--- config.mk ---
export PLATFORM = sky130hd
export DESIGN_NAME = xirq_detect
export DESIGN_NICKNAME = d
export VERILOG_FILES = /design/src/rtl/xirq_pkg.sv /design/src/rtl/xirq_sync.sv /design/src/rtl/xirq_chan.sv /design/src/rtl/xirq_detect.sv
export SDC_FILE = /design/constraint.sdc
export NUM_CORES = 1
export LEC_CHECK = 0
export BUFFER_PORTS_ARGS = -buffer_cell sky130_fd_sc_hd__clkbuf_2
export CAP_MARGIN = 20
export CORE_MARGIN = 4
export CORE_UTILIZATION = 43
export DETAILED_ROUTE_END_ITERATION = 10
export GPL_ROUTABILITY_DRIVEN = 0
export PLACE_DENSITY_LB_ADDON = 0.05
export SLEW_MARGIN = 15
export SYNTH_ARGS = -nofsm -noshare
export SYNTH_HDL_FRONTEND = slang
export SYNTH_SLANG_ARGS = --single-unit
--- constraint.sdc ---
create_clock -name clk -period 1.2 [get_ports clk]
set_input_delay 0.24 -clock clk [delete_from_list [all_inputs] [get_ports clk]]
set_output_delay 0.24 -clock clk [all_outputs]
set_load 0.02 [all_outputs]
--- src/rtl/xirq_pkg.sv ---
package xirq_pkg;
  localparam int unsigned SRC_N = 2;
  localparam int unsigned REG_W = 8;

  typedef struct packed {
    logic f1;
    logic r1;
    logic f0;
    logic r0;
  } aux_t;

  function automatic int unsigned mode_pos(input int unsigned i);
    return 2 * i;
  endfunction

  function automatic int unsigned flag_pos(input int unsigned i);
    return 2 * i + 1;
  endfunction
endpackage

--- src/rtl/xirq_sync.sv ---
module xirq_sync #(
  parameter int unsigned W      = 2,
  parameter int unsigned STAGES = 2
) (
  input  logic         clk,
  input  logic         rst_n,
  input  logic [W-1:0] d_in,
  output logic [W-1:0] d_out
);
  logic [W-1:0] chain_q [STAGES];

  generate
    for (genvar s = 0; s < STAGES; s++) begin : g_stage
      always_ff @(posedge clk) begin
        if (!rst_n) chain_q[s] <= '1;
        else if (s == 0) chain_q[s] <= d_in;
        else chain_q[s] <= chain_q[(s == 0) ? 0 : s - 1];
      end
    end
  endgenerate

  assign d_out = chain_q[STAGES-1];
endmodule

--- src/rtl/xirq_chan.sv ---
module xirq_chan (
  input  logic clk,
  input  logic rst_n,
  input  logic stb,
  input  logic pin_s,
  input  logic edge_mode,
  input  logic ack,
  input  logic sw_we,
  input  logic sw_val,
  output logic pend
);
  logic smp_q;
  logic pend_q;
  logic edge_evt;

  assign edge_evt = stb & smp_q & ~pin_s;

  always_ff @(posedge clk) begin
    if (!rst_n) begin
      smp_q  <= 1'b1;
      pend_q <= 1'b0;
    end else begin
      if (stb) smp_q <= pin_s;
      if (!edge_mode) begin
        if (stb) pend_q <= ~pin_s;
      end else if (edge_evt) begin
        pend_q <= 1'b1;
      end else if (ack) begin
        pend_q <= 1'b0;
      end else if (sw_we) begin
        pend_q <= sw_val;
      end
    end
  end

  assign pend = pend_q;

  p_level_track_r3: assert property (@(posedge clk) disable iff (!rst_n)
    (!edge_mode && stb) |=> (pend == !$past(pin_s)));
  p_level_hold_r3: assert property (@(posedge clk) disable iff (!rst_n)
    (!edge_mode && !stb) |=> $stable(pend));
  p_edge_set_r4: assert property (@(posedge clk) disable iff (!rst_n)
    (edge_mode && stb && smp_q && !pin_s) |=> pend);
  p_ack_clear_r6: assert property (@(posedge clk) disable iff (!rst_n)
    (edge_mode && ack && !(stb && smp_q && !pin_s)) |=> !pend);
  p_edge_wins_r10: assert property (@(posedge clk) disable iff (!rst_n)
    (edge_mode && edge_evt && (ack || sw_we)) |=> pend);
endmodule

--- src/rtl/xirq_detect.sv ---
module xirq_detect
  import xirq_pkg::*;
#(
  parameter int unsigned SYNC_STAGES = 2
) (
  input  logic             clk,
  input  logic             rst_n,
  input  logic             mc_stb,
  input  logic [SRC_N-1:0] pin_n,
  input  logic [SRC_N-1:0] ack,
  input  logic             reg_we,
  input  logic [REG_W-1:0] reg_wdata,
  output logic [REG_W-1:0] reg_rdata,
  output logic [SRC_N-1:0] req
);
  localparam int unsigned LOW_W = 2 * SRC_N;

  aux_t             aux_q;
  logic [SRC_N-1:0] mode_q;
  logic [SRC_N-1:0] pin_s;
  logic [SRC_N-1:0] pend;
  logic [LOW_W-1:0] low_view;

  xirq_sync #(.W(SRC_N), .STAGES(SYNC_STAGES)) u_sync (
    .clk   (clk),
    .rst_n (rst_n),
    .d_in  (pin_n),
    .d_out (pin_s)
  );

  always_ff @(posedge clk) begin
    if (!rst_n) begin
      aux_q  <= '0;
      mode_q <= '0;
    end else if (reg_we) begin
      aux_q <= aux_t'(reg_wdata[REG_W-1:LOW_W]);
      for (int i = 0; i < SRC_N; i++) mode_q[i] <= reg_wdata[mode_pos(i)];
    end
  end

  generate
    for (genvar g = 0; g < SRC_N; g++) begin : g_src
      xirq_chan u_chan (
        .clk       (clk),
        .rst_n     (rst_n),
        .stb       (mc_stb),
        .pin_s     (pin_s[g]),
        .edge_mode (mode_q[g]),
        .ack       (ack[g]),
        .sw_we     (reg_we),
        .sw_val    (reg_wdata[flag_pos(g)]),
        .pend      (pend[g])
      );
      assign low_view[mode_pos(g)] = mode_q[g];
      assign low_view[flag_pos(g)] = pend[g];
    end
  endgenerate

  assign reg_rdata = {aux_q, low_view};
  assign req       = pend;

  p_aux_store_r2: assert property (@(posedge clk) disable iff (!rst_n)
    reg_we |=> (reg_rdata[REG_W-1:LOW_W] == $past(reg_wdata[REG_W-1:LOW_W])));
  p_mode_store_r2: assert property (@(posedge clk) disable iff (!rst_n)
    reg_we |=> (reg_rdata[0] == $past(reg_wdata[0]) && reg_rdata[2] == $past(reg_wdata[2])));
  p_level_ack_r7: assert property (@(posedge clk) disable iff (!rst_n)
    (!mode_q[0] && ack[0] && !mc_stb) |=> (req[0] == $past(req[0])));
endmodule

==> key figures <==
Pwr
  • Cell Pwr Density: around 1400 nW/um^2
  • P_sw: ~0.00026 W
  • Internal power: around 0.00074 W
  • Clk pwr share: 34.6%
  • P_leak: around 0.36 nW
  • Net Sw Frac: about 26%
  • VDD IR max: approximately 0.76 mV
  • Flop pwr share: around 50%
  • Comb pwr share: 14.6%

STA
  • Final Max Tran Viols: 0
  • Final min period: approximately 1.2 ns
  • Slew HR: about 84%
  • Setup TNS: 0 ns
  • RSZ-0062 raised after global routing: no
  • Final worst slack: between 0.04 and 0.05 ns
  • Tightest Pin Transition: roughly 0.25 ns
  • Final setup violation count: 0
  • Final hold vios: 0
  • Crit share post-route: between 90% and 100%
  • Fmax: about 870 MHz
  • Layout Skew: between 0.007 and 0.008 ns

Detailed routing
  • Via count: around 470
  • Starting DRT DRC Count: 5
  • WL/cell: approximately 10 um
  • Routed WL: approximately 1000 um
  • Post-DRT Antenna Nets: 0
  • DRT Pass-1 Iters: 4
  • # DRC: 0
  • DR vias/cell: 4.67

Setup path
  • Worst Path Max Fanout: 6
  • Crit-path cells: clkbuf_2
  • CP Buf/Inv Count: 1
  • Worst setup SP type: register
  • WP data required: 0.96 ns
  • Arr. time, crit path: approximately 0.9 ns
  • Critical Path End Type: output port
  • Top delay family on crit path: flip-flops
  • Slowest cell on the critical path: dfxtp_1
  • Crit Path Category: register to output port
  • Crit-path max cell delay: 0.42 ns
  • Reg-to-reg slack, setup: roughly 0.14 ns

Logic synthesis
  • Post-Synth Simple-Gate Area: between 10% and 20%
  • Post-Syn Area: slightly below 600 um^2
  • Cells after Synth: between 60 and 70
  • Adder-cell area share of the yosys netlist: 0%
  • Leading area contributor after synthesis: dfxtp_1
  • Post-synthesis average cell area: 9.48 um^2
  • Share of the synthesized area in the top cell type: 47.7%
  • Ys Warns: 0
  • Largest cells by area after synthesis: dfxtp_1 48%, mux2i_1 14%, buf_4 7.7%, nand2b_1 4.3%, nor2_1 3.8%
  • Syn_nets: 78
  • Synth Area in XOR/XNOR: 0%
  • Synth unique cells: 18
  • Synth Area in Compound Gates: 11.9%
  • Synth Register Bits: 14
  • Main combinational cell family by area after synthesis: simple AND/OR/NAND/NOR gates
  • Mux share of post-synthesis cell area: between 10% and 20%
  • Register area share after synthesis: a little under half

Finish
  • Most frequent cells in the layout: 25 x clkbuf_2, 13 x dfxtp_1, 8 x mux2i_1
  • Ratio of cells with drive above 1 in the final layout: 37.6%
  • Area occupied by multi-input gates: approximately 230 um^2
  • Sequential cell area: between 200 and 300 um^2
  • Area growth, synth to finish: 22.6%
  • Leading cell type in the layout, fill and taps excluded: clkbuf_2
  • Final #Nets: a little over 100
  • Fill count: between 100 and 150
  • # diodes: 0

CTS
  • Post-CTS Resized: 0
  • Clk root buf: clkbuf_4
  • CTS sink cnt: 14
  • CTS Buffer Depth: 2
  • H-tree Lvls: 1
  • Reg clk slew, reported paths: ~0.09 ns
  • TritonCTS Buffers: 3
  • Clock Latency Late Sink: 0.29 ns
  • # hold bufs at CTS: 0
  • CTS tree: yes
  • Post-CTS setup buffer count: 0

Global route
  • Largest net degree at the start of global routing: 9
  • First-pass GRT wire length: about 1700 um
  • GR Overflow Total: 0
  • Vias in the first global route: between 400 and 500
  • Initial antenna violation count: 0
  • Total Routing Usage GR: between 10% and 20%

Run status
  • Status: complete, no violations

Min path
  • Hold Crit Class: primary input to register

Placement
  • DP HPWL: slightly below 800 um
  • Port Buffers: 25
  • Placement Setup Slack: approximately 0.15 ns

Floorplanning
  • Die H: around 45 um
  • I/O Pins: 26
  • DIE AREA: slightly above 2000 um^2
  • Chip Width: between 40 and 50 um
  • Core Area: about 1300 um^2
  • Row cnt: 13
  • Initial core utilization: 45.2%

Flow run
  • Max-capacitance violation count: 0
==> synthesized netlist by cell type (all sizes together) <==
cell type,number
a311oi,2
mux2i,8
a21oi,2
a21boi,1
o22ai,1
and2b,1
nor2,6
dfxtp,14
inv,5
nand2b,4
nand2,4
o21ai,4
a221oi,1
nor2b,2
buf,7
==> worst paths after layout <==
path / start / end / cells after the start
worst min-delay path: pin_n[0] / u_sync.chain_q[0][0] / 2
worst min register to register: u_sync.chain_q[0][1] / u_sync.chain_q[1][1] / 1
worst max register to register: u_sync.chain_q[1][1] / g_src[1].u_chan.pend / 4
worst max-delay path: mode_q[0] / reg_rdata[0] / 1
==> metal layers <==
layer	up-vias	part of all wire, %	global-route usage (%)
li1	249	-	-
met1	197	42	13.0
met2	17	46	18.4
met3	4	8.7	4.78
met4	0	3.2	10.5
met5	-	0	0
==> power by group through the flow <==
stage	clock network (W)	registers (W)	logic [W]
after floorplan	0	0.000525	0.000100
after detailed placement	0	0.000518	0.000147
final	0.000345	0.000507	0.000145
after CTS	0.000355	0.000507	0.000147
after global placement	0	0.000516	0.000145
after global routing	0.000373	0.000511	0.000162
==> stage by stage <==
step | total power [W] | utilization, % | area (um^2) | instances | hold WS [ns]
final | 0.000996 | 55.4 | 721 | 100 | 0.134
after global routing | 0.00105 | 55.4 | 721 | 100 | 0.146
after CTS | 0.00101 | 55.3 | 719 | 100 | 0.126
after detailed placement | 0.000664 | 52.5 | 683 | 96 | 0.395
after global placement | 0.000662 | 52.5 | 683 | 96 | 0.389
after floorplan | 0.000625 | - | 588 | 62 | 0.302
==> state kept, by name, indices dropped and copies added (netlist names) <==
name                cells
u_sync.chain_q          4
g_src.u_chan.smp_q      2
reg_rdata               4
mode_q                  2
g_src.u_chan.pend       2
==> cells by family (layout without fill, tap and decap cells) <==
logic type,after synthesis,count (layout)
simple gates,17,17
compound gates,11,11
mux,8,8
flops,14,14
buf+inv,12,35
==> final cells by class <==
| class | instances | area share, % |
|---|---|---|
| tap | 15 | 2.60 |
| timing repair buffer | 26 | 18.4 |
| inverter | 5 | 2.60 |
| clock buffer | 4 | 5.03 |
| sequential | 14 | 39.1 |
| multi-input combinational | 36 | 32.3 |
Power figures use the tool's default switching activity.
